## src/rtl/shed_pkg.sv

```systemverilog
package shed_pkg;
  typedef enum logic [1:0] {
    SQ_RUN  = 2'd0,
    SQ_ARM  = 2'd1,
    SQ_SHED = 2'd2
  } seq_state_t;
endpackage

```

## src/rtl/shed_sync.sv

```systemverilog
module shed_sync #(
  parameter int   STAGES  = 2,
  parameter logic RST_VAL = 1'b1
) (
  input  logic clk,
  input  logic rst_n,
  input  logic d,
  output logic q
);
  logic [STAGES-1:0] chain;

  for (genvar i = 0; i < STAGES; i++) begin : g_stage
    if (i == 0) begin : g_first
      always_ff @(posedge clk or negedge rst_n) begin
        if (!rst_n) chain[i] <= RST_VAL;
        else        chain[i] <= d;
      end
    end else begin : g_next
      always_ff @(posedge clk or negedge rst_n) begin
        if (!rst_n) chain[i] <= RST_VAL;
        else        chain[i] <= chain[i-1];
      end
    end
  end

  assign q = chain[STAGES-1];
endmodule

```

## src/rtl/shed_tok_cnt.sv

```systemverilog
module shed_tok_cnt #(
  parameter int LIMIT = 8
) (
  input  logic clk,
  input  logic rst_n,
  input  logic clr,
  input  logic inc,
  output logic done
);
  localparam int W = $clog2(LIMIT + 1);
  localparam logic [W-1:0] LAST = W'(LIMIT - 1);

  logic [W-1:0] cnt;

  assign done = inc && (cnt == LAST);

  always_ff @(posedge clk or negedge rst_n) begin
    if (!rst_n)      cnt <= '0;
    else if (clr)    cnt <= '0;
    else if (done)   cnt <= '0;
    else if (inc)    cnt <= cnt + 1'b1;
  end
endmodule

```

## src/rtl/shed_hs_flag.sv

```systemverilog
module shed_hs_flag (
  input  logic clk,
  input  logic rst_n,
  input  logic set,
  input  logic clr,
  output logic flag
);
  always_ff @(posedge clk or negedge rst_n) begin
    if (!rst_n)   flag <= 1'b0;
    else if (set) flag <= 1'b1;
    else if (clr) flag <= 1'b0;
  end
endmodule

```

## src/rtl/phase_shed_seq.sv

```systemverilog
module phase_shed_seq
  import shed_pkg::*;
#(
  parameter int SHED_TOKENS = 8,
  parameter int SYNC_STAGES = 2
) (
  input  logic clk,
  input  logic rst_n,
  input  logic lp_req_n,
  input  logic tok_stb,
  input  logic hs_ack,
  output logic phase_en,
  output logic hs_first,
  output logic shed_stat
);
  seq_state_t st, nxt;
  logic req_s;
  logic cnt_clr, cnt_inc, cnt_done;
  logic wake;

  shed_sync #(.STAGES(SYNC_STAGES), .RST_VAL(1'b1)) u_sync (
    .clk(clk), .rst_n(rst_n), .d(lp_req_n), .q(req_s)
  );

  shed_tok_cnt #(.LIMIT(SHED_TOKENS)) u_cnt (
    .clk(clk), .rst_n(rst_n), .clr(cnt_clr), .inc(cnt_inc), .done(cnt_done)
  );

  always_comb begin
    nxt     = st;
    cnt_clr = 1'b0;
    cnt_inc = 1'b0;
    wake    = 1'b0;
    unique case (st)
      SQ_RUN: begin
        cnt_clr = 1'b1;
        if (!req_s) nxt = SQ_ARM;
      end
      SQ_ARM: begin
        if (req_s) begin
          nxt     = SQ_RUN;
          cnt_clr = 1'b1;
        end else begin
          cnt_inc = tok_stb;
          if (cnt_done) nxt = SQ_SHED;
        end
      end
      SQ_SHED: begin
        cnt_clr = 1'b1;
        if (req_s) begin
          nxt  = SQ_RUN;
          wake = 1'b1;
        end
      end
      default: begin
        nxt     = SQ_RUN;
        cnt_clr = 1'b1;
      end
    endcase
  end

  always_ff @(posedge clk or negedge rst_n) begin
    if (!rst_n) st <= SQ_RUN;
    else        st <= nxt;
  end

  shed_hs_flag u_hs (
    .clk(clk), .rst_n(rst_n),
    .set(wake), .clr(hs_ack && (st != SQ_SHED)),
    .flag(hs_first)
  );

  assign shed_stat = (st == SQ_SHED);
  assign phase_en  = !shed_stat;
endmodule

```

## config.mk

```make
export PLATFORM = sky130hd
export DESIGN_NAME = phase_shed_seq
export DESIGN_NICKNAME = d
export VERILOG_FILES = /design/src/rtl/shed_pkg.sv /design/src/rtl/shed_sync.sv /design/src/rtl/shed_tok_cnt.sv /design/src/rtl/shed_hs_flag.sv /design/src/rtl/phase_shed_seq.sv
export SDC_FILE = /design/constraint.sdc
export NUM_CORES = 1
export LEC_CHECK = 0
export BUFFER_PORTS_ARGS = -buffer_cell sky130_fd_sc_hd__buf_2
export CORE_AREA = 2 2 39 41
export CTS_BUF_LIST = sky130_fd_sc_hd__clkbuf_8
export DETAILED_ROUTE_END_ITERATION = 8
export DIE_AREA = 0 0 41 43
export SYNTH_ARGS = -nofsm -noshare
export SYNTH_HDL_FRONTEND = slang
export SYNTH_HIERARCHICAL = 1
export SYNTH_SLANG_ARGS = --single-unit
```

## constraint.sdc

```tcl
create_clock -name clk -period 4.25 [get_ports clk]
set_input_delay 0.2125 -clock clk [delete_from_list [all_inputs] [get_ports clk]]
set_output_delay 0.2125 -clock clk [all_outputs]
set_load 0.05 [all_outputs]
```

Word-level counts from Yosys, hierarchy flattened. Cells that the tools add are included.

Flip-flop bits (word level): 9. Input port bits: 5. Word-level logic and storage cells: 35.

Add/subtract/negate cells: 1. Eq/ne operators: 7. Multiplexer cells: 15. Reductions and logical operators: 7.

Operators with widths (number): two-way mux 4 bit (3); two-way mux 2 bit (4); two-way mux 1 bit (7); one-hot mux 2 bit (3 select lines) (1); adder 4 x 1 -> 4 bit, second input constant (1); equality test 4 x 3 -> 1 bit, second input constant (1); != test 2 bit, second input constant (2); != test 3 x 2 -> 1 bit, second input constant (1); AND reduction 3 bit (1); nonzero test 3 bit (1); equality test 2 x 1 -> 1 bit, second input constant (1); equality test 2 bit, second input constant (1); logical AND 1 bit (2); logical NOT 2 bit (1); != test 2 x 1 -> 1 bit, second input constant (1); nonzero test 2 bit (1); logical NOT 1 bit (1).

Longest topological paths before layout. Gate-level depths: netlist of run 1.

Depth after elaboration: 6. Mapped depth: 6. Mapped depth without buffers: 5.

Cells and area by module. The synthesis of run 1 kept the hierarchy.

By module, submodules not included: shed_tok_cnt (instances 1, cells each 18, area an instance 240.2 um^2, seq. area each 100.1 um^2); phase_shed_seq (instances 1, cells each 12, area an instance 117.6 um^2, seq. area each 50.0 um^2); shed_sync (instances 1, cells each 2, area an instance 52.6 um^2, seq. area each 52.6 um^2); shed_hs_flag (instances 1, cells each 3, area an instance 36.3 um^2, seq. area each 25.0 um^2).

Least setup slack after synthesis of run 1. OpenSTA, ideal clock, no wires.

Path type: register to register. Start point: reg u_sync.chain[1], in the netlist u_sync/q. End point: reg st[0]. Library setup time: 0.094 ns. Arrival time: 1.267 ns. Data required time: 4.156 ns. Setup slack: 2.889 ns. Stages on the path, launching flop included: 6. Path buffers: 1. Clock period less this slack: 1.361 ns. Cell sequence: dfstp_2 nor2_1 and3_1 buf_6 and4b_4 a211oi_1.

Cells in the longest elaborated chain, start to end: 5. Elaborated cells between the ends (all ways): 9. Classes of those cells: 3 x eq/ne; 4 x mux; 2 x reduce/logical.

Ends and longest elaborated chain: start: declaration (line shed_sync.sv:10) `logic [STAGES-1:0] chain;`; start signal: indexed assignment (line shed_sync.sv:21) `else chain[i] <= chain[i-1];`; two-way mux 1 bit (line phase_shed_seq.sv:40) `if (req_s) begin`; two-way mux 1 bit (line phase_shed_seq.sv:34) `unique case (st)`; named net cnt_inc (line phase_shed_seq.sv:18) `logic cnt_clr, cnt_inc, cnt_done;`; logical AND 1 bit (line shed_tok_cnt.sv:15) `assign done = inc && (cnt == LAST);`; named net cnt_done (line phase_shed_seq.sv:18); != test 3 x 2 -> 1 bit (no source line); AND reduction 3 bit (no source line); end signal: assignment (line phase_shed_seq.sv:64) `else st <= nxt;`; end: declaration (line phase_shed_seq.sv:16) `seq_state_t st, nxt;`.

The timed path passes the listed nets, and every way through them passes these cells. A chain may end at the register's enable or synchronous reset.

Worst setup path in the final report of run 1.
Start point: reg st[1]. End point: reg st[1].

Cells in the longest elaborated chain, start to end: 5. Elaborated cells between the ends (all ways): 10. Classes of those cells: 5 x eq/ne; 2 x mux; 3 x reduce/logical.

Ends and longest elaborated chain (line): equality test 2 x 1 -> 1 bit (phase_shed_seq.sv:34); two-way mux 1 bit (phase_shed_seq.sv:34); named net cnt_inc (phase_shed_seq.sv:18); logical AND 1 bit (shed_tok_cnt.sv:15); named net cnt_done (phase_shed_seq.sv:18); != test 3 x 2 -> 1 bit (no source line); AND reduction 3 bit (no source line).

The timed path passes the listed nets, and every way through them passes these cells.

==> impl_summary.txt, run 1 <==
----------------------------------------------------
[GRT]
  Maximum number of pins on one net before global-route repair ... 10
  Number of antenna violations at the first check in global routing ... 0
  Overflow left after global routing ... 0
  Via count of the first global-routing pass ... roughly 310
  First-pass GRT wire length ... approximately 1.2 mm
  Overall track demand over capacity in global routing ... 0.109

[Die]
  Starting density of the core ... 0.323
  Die Area ... ~0.0018 mm2
  Core outline area ... 0.00138 mm2
  # rows ... 14
  Die extent in x ... 41 um
  Number of placed I/O pins ... 8
  Die Y ... around 43 um

[Setup path]
  Critical path class ... reg2reg
  Slowest cell on the critical path ... dfrtp_1
  Largest stage delay on the critical path ... roughly 0.39 ns
  Worst-path maximum fanout ... 6
  Worst Path Required ... between 4 and 5 ns
  R2R cell count ... 5
  Endpoint arrival time on the critical path ... 1.64 ns
  Cells traversed along the worst timing path ... nor2_1 > and3_1 > and4b_4 > nand3b_1 > a21oi_1
  CP Capture Type ... flop
  Type of origin of the critical path ... flop

[Power]
  Power per standard cell area ... around 360 mW/mm2
  Total power after layout ... 194 uW
  Leakage ... between 0.2 and 0.3 nW
  Worst voltage drop across the vdd grid ... 0.000192 V

[Place]
  HPWL after detailed placement ... 496 um
  Number of placed cells counting well taps ... between 50 and 60
  Final weighted congestion of routability-driven global placement ... between 0.6 and 0.7
  Number of port buffers ... 7
  Cell area after placement ... 490 um2
  Worst setup timing slack at the placement stage ... 2.76 ns

[Layout]
  Layout overhead on the synthesized area ... 22.1%
  Final standard cell count with taps included and fillers excluded ... 62
  Number of fill cells in the layout ... 133
  Layout cell share with drive strength beyond 1 ... 0.435
  NumNets Final ... 53
  Total area of sequential cells ... between 200 and 250 um2
  Multi-input logic area ... 200 um2
  End-of-flow core utilization ... 0.394
  Highest-count cells in the layout ignoring fill and taps ... buf_2 (7), dfrtp_1 (7), clkbuf_8 (3)
  Number of inserted diodes ... 0
  Post-route design area ... around 550 um2

[Logic synthesis]
  Number of storage elements in the synthesis netlist ... 9
  Mean post-synth cell area ... about 13 um2
  Synth Cell Area ... between 400 and 500 um2
  Sequential share of the synthesized area ... 0.510
  Post-Syn Nets ... 41
  Number of warnings reported in the yosys synthesis log ... 6
  Count of cell types in the netlist ... 25
  Count of mapped cells out of synthesis ... 35

[Routing]
  Remaining DRCs ... 0
  Routed WL ... approximately 690 um
  Post-route ant nets ... 0
  Final routed wire length divided by cell count ... between 10 and 15 um
  DR vias ... between 200 and 300
  Routed vias/inst ... approximately 4.6
  Number of DRC markers in iteration 0 ... 0
  Number of iterations in the first detailed-routing pass ... 1

[STA]
  RSZ-0062 raised after global routing ... false
  Period utilisation layout ... 0.350
  Least setup slack across all paths after layout ... 2.76 ns
  Highest achievable clock rate ... around 0.67 GHz
  Measured slew at the worst slew-check pin ... 0.291 ns
  Final hold viol count ... 0
  Final Skew ... around 0.0013 ns
  Sum of negative setup slack ... 0 ns
  Worst hold margin ... around 0.082 ns
  Number of failing setup endpoints in the final timing report ... 0
  Max Transition Viols Final ... 0
  Min cycle time layout ... roughly 1.5 ns
  Worst max-slew margin expressed relative to the limit ... 0.806

[Min path]
  Hold path depth ... 1
  Kind of path behind the tightest hold check ... in2reg

[Clocking]
  TritonCTS clock tree ... done
  CTS-repair resized insts ... 0
  Number of sinks handled by clock tree synthesis ... 9
  Clock Latency Late Sink ... 0.23 ns
  Clock root buffer ... clkbuf_8
  Clock slew seen by the registers of the worst setup and hold paths ... ~0.040 ns
  Number of clock buffers inserted by TritonCTS ... 3
  Level count of the clock H-tree ... 1
  Hold bufs inserted after CTS ... 1
  Setup repair bufs after CTS ... 0
  Number of buffers between clock root and the deepest sink ... 2

[Flow run]
  Max-cap check violation count ... 0

[Status]
  Status ... finished clean

----------------------------------------------------
kinds of logic after synthesis:
logic type / synth area share
compound gates: 0.0784
simple gates: 0.266
xor+xnor: 0.0196
flops: 0.510
buf+inv: 0.0420
fa+ha+maj: 0.0280
mux: 0.0560
critical path, delay by kind of cell (launching register included):
family,cells,cell delay (ns)
simple gates,4,0.88
flops,1,0.39
compound gates,1,0.14
area by class of cell:
cell class / instances / area share
clock buffers: 3 / 0.0757
inverters: 2 / 0.0138
flip-flops and latches: 9 / 0.417
clock inverters: 1 / 0.00688
well taps: 16 / 0.0367
multi-input cells: 23 / 0.367
repair buffers: 8 / 0.0826
layer usage:
layer	GRT usage	up-vias	part of all wire
met5	0	-	0
met3	0.0314	2	0.029
met1	0.134	134	0.46
met2	0.144	6	0.50
li1	-	142	-
met4	0.100	0	0.012
path summary, 6_finish.rpt:
kind	start	endpoint	slack, ns
worst min-delay path	lp_req_n	u_sync/chain[0]	0.08
max in group asynchronous	rst_n	u_sync/q	3.64
worst max-delay path	st[1]	st[1]	2.76
min in group asynchronous	rst_n	u_hs/flag	0.36
worst min register to register	u_sync/chain[0]	u_sync/q	0.35
worst max register to register	st[1]	st[1]	2.76
where the power goes:
| part | leakage [nW] | internal, mW | total, mW | switching (mW) |
|---|---|---|---|---|
| registers | 0.116 | 0.0885 | 0.0905 | 0.00196 |
| logic | 0.126 | 0.00406 | 0.00869 | 0.00463 |
| clock network | 0.0269 | 0.0628 | 0.0949 | 0.0321 |
registers in the layout, summed over array words and instances, names as in the netlist:
| signal | flops |
|---|---|
| u_sync/q | 1 |
| u_cnt/cnt | 4 |
| u_sync/chain | 1 |
| st | 2 |
| u_hs/flag | 1 |
cells in the mapped netlist:
| cell | n | area, um2 |
|---|---|---|
| dfrtp_1 | 7 | 175 |
| a21oi_1 | 2 | 10.0 |
| dfstp_2 | 2 | 52.6 |
| nand3b_1 | 2 | 15.0 |
| nor2_1 | 2 | 7.51 |
| a211oi_1 | 1 | 7.51 |
| a21bo_1 | 1 | 10.0 |
| a21o_1 | 1 | 7.51 |
| and2_2 | 1 | 7.51 |
| and2_4 | 1 | 8.76 |
| and3_1 | 1 | 6.26 |
| and4b_4 | 1 | 13.8 |
| buf_6 | 1 | 11.3 |
| ha_1 | 1 | 12.5 |
| inv_1 | 1 | 3.75 |
| inv_2 | 1 | 3.75 |
| mux2_4 | 1 | 15.0 |
| mux2i_1 | 1 | 10.0 |
| nand2_1 | 1 | 3.75 |
| nand4_4 | 1 | 21.3 |
| nor2b_1 | 1 | 6.26 |
| nor2b_4 | 1 | 13.8 |
| nor3_1 | 1 | 5.00 |
| nor3_2 | 1 | 10.0 |
| xnor2_1 | 1 | 8.76 |
No activity file was read; power rests on OpenSTA's default activity.
==> run 2, diff against run 1 <==
==> constraint.sdc (replaced) <==
create_clock -name clk -period 1.5 [get_ports clk]
set_input_delay 0.075 -clock clk [delete_from_list [all_inputs] [get_ports clk]]
set_output_delay 0.075 -clock clk [all_outputs]
set_load 0.05 [all_outputs]
==> impl_summary.txt, run 2 (synthesized netlist as in run 1, its figures left out) <==
----------------------------------------------------
[Status]
  Status ... finished clean

[Layout]
  Layout overhead on the synthesized area ... 28.0%
  Registers with the most flip-flops ... u_cnt/cnt x4, st x2
  Number of inserted diodes ... 0
  Highest-count cells in the layout ignoring fill and taps ... buf_2 (7), dfrtp_1 (7), clkbuf_8 (3)
  Number of flip-flops under the largest register name ... 4
  Final standard cell count with taps included and fillers excluded ... 65
  Layout cell share with drive strength beyond 1 ... 0.469
  NumNets Final ... 56
  Number of fill cells in the layout ... approximately 130
  Register name with the most flops ... u_cnt/cnt

[STA]
  Final Skew ... 0.000162 ns
  Final hold viol count ... 0
  Sum of negative setup slack ... 0 ns
  Max Transition Viols Final ... 0
  Worst max-slew margin expressed relative to the limit ... 0.836
  Number of failing setup endpoints in the final timing report ... 0
  Highest achievable clock rate ... approximately 0.73 GHz
  Period utilisation layout ... 0.914
  Min cycle time layout ... ~1.4 ns
  Measured slew at the worst slew-check pin ... roughly 0.25 ns
  RSZ-0062 raised after global routing ... false

[Power]
  Power per standard cell area ... between 900 and 1000 mW/mm2
  Worst voltage drop across the vdd grid ... about 0.00067 V
  Leakage ... 0.282 nW

[Routing]
  DR vias ... between 200 and 300
  Post-route ant nets ... 0
  Final routed wire length divided by cell count ... approximately 10 um
  Number of DRC markers in iteration 0 ... 4
  Number of iterations in the first detailed-routing pass ... 3
  Routed WL ... between 600 and 700 um
  Routed vias/inst ... 4.52
  Remaining DRCs ... 0

[Clocking]
  Clock Latency Late Sink ... 0.23 ns
  Clock root buffer ... clkbuf_8
  Number of buffers between clock root and the deepest sink ... 2
  CTS-repair resized insts ... 0
  Number of clock buffers inserted by TritonCTS ... 3
  Setup repair bufs after CTS ... 0
  TritonCTS clock tree ... done
  Clock slew seen by the registers of the worst setup and hold paths ... 0.04 ns
  Number of sinks handled by clock tree synthesis ... 9
  Level count of the clock H-tree ... 1

[GRT]
  Maximum number of pins on one net before global-route repair ... 10
  Overflow left after global routing ... 0
  Number of antenna violations at the first check in global routing ... 0
  Via count of the first global-routing pass ... about 330
  First-pass GRT wire length ... approximately 1.3 mm
  Overall track demand over capacity in global routing ... 0.111

[Min path]
  Kind of path behind the tightest hold check ... in2async

[Setup path]
  Worst r2r src ... st[1]
  Type of origin of the critical path ... flop
  Cells traversed along the worst timing path ... nor2_1 > and3_1 > and4b_4 > nand3b_1 > a21oi_1
  Worst-path maximum fanout ... 4
  Largest stage delay on the critical path ... between 0.3 and 0.4 ns
  Slowest cell on the critical path ... dfrtp_1
  Worst R2R Setup Slack ... around 0.13 ns
  Endpoint arrival time on the critical path ... 1.52 ns
  Worst Path Required ... around 1.7 ns
  Critical path class ... reg2reg
  CP Capture Type ... flop
  Destination of the worst register-to-register timing path ... st[1]
  R2R cell count ... 5

[Die]
  Starting density of the core ... 0.323
  Die extent in x ... roughly 40 um
  Die Area ... ~0.0018 mm2
  Number of placed I/O pins ... 8
  # rows ... 14
  Core outline area ... roughly 0.0014 mm2
  Die Y ... ~43 um

[Place]
  Final weighted congestion of routability-driven global placement ... about 0.70
  Number of port buffers ... 7
  HPWL after detailed placement ... roughly 510 um
  Number of placed cells counting well taps ... ~60

[Flow run]
  Max-cap check violation count ... 0

----------------------------------------------------
==> run 2: changes by cell type in the layout (fill, tap and decap cells not counted) <==
cell / before / now
inv_1: 2 / 1
dlygate4sd3_1: 1 / 2
clkinv_2: 0 / 1
buf_4: 0 / 2
==> run 2: per-layer routing <==
metal  up-vias  track usage  part of all wire
li1        149            -                 -
met3         0       0.0785             0.066
met1       136        0.117              0.45
met2         9        0.166              0.48
met4         0       0.0400                 0
met5         -            0                 0
==> run 2: layout make-up <==
cell class / count / area [um2] / area share
Clock buffer: 3 / 41.3 / 0.0722
Tap cell: 16 / 20.0 / 0.0350
Clock inverter: 1 / 5.00 / 0.00875
Timing Repair Buffer: 11 / 70.1 / 0.123
Inverter: 2 / 7.51 / 0.0131
Sequential cell: 9 / 228 / 0.398
Multi-Input combinational cell: 23 / 200 / 0.350
==> run 2: stage by stage <==
stage / area (um2) / power [mW] / hold slack, ns / util / setup WS (ns)
2_1_floorplan: 447 / 0.273 / -0.221 / - / 0.139
3_3_place_gp: 505 / 0.286 / -0.0624 / 0.365 / 0.140
3_5_place_dp: 505 / 0.286 / -0.0640 / 0.365 / 0.126
4_1_cts: 572 / 0.566 / 0.225 / 0.413 / 0.112
5_1_grt: 572 / 0.589 / 0.244 / 0.413 / 0.0272
6_report: 572 / 0.557 / 0.222 / 0.413 / 0.130
==> run 2: repair_timing <==
| action | CTS | global route |
|---|---|---|
| hold buffers | 2 | 0 |
| setup endpoints to repair | 0 | 0 |
| hold endpoints to repair | 10 | 0 |
==> run 2: worst max-delay path: cells and delay by family, from the launching register on <==
kind,cells,cell delay (ns)
DFF,1,0.39
AOI/OAI and AO/OA,1,0.14
and+or+nand+nor,4,0.76
==> run 2: worst max path at each step <==
| stage | start | end | slack, ns | cells past startpoint |
|---|---|---|---|---|
| 6_report | st[1] | st[1] | 0.13 | 5 |
| 5_1_grt | st[1] | st[1] | 0.03 | 5 |
| 4_1_cts | st[1] | st[1] | 0.11 | 5 |
| 3_5_place_dp | st[1] | st[1] | 0.13 | 5 |
| 3_3_place_gp | u_sync/q | u_cnt/cnt[0] | 0.14 | 5 |
| 2_1_floorplan | u_sync/q | st[0] | 0.14 | 5 |
==> run 2: power breakdown <==
group          internal, mW  switching (mW)
registers             0.251         0.00332
logic                0.0162          0.0160
clock network         0.180          0.0902
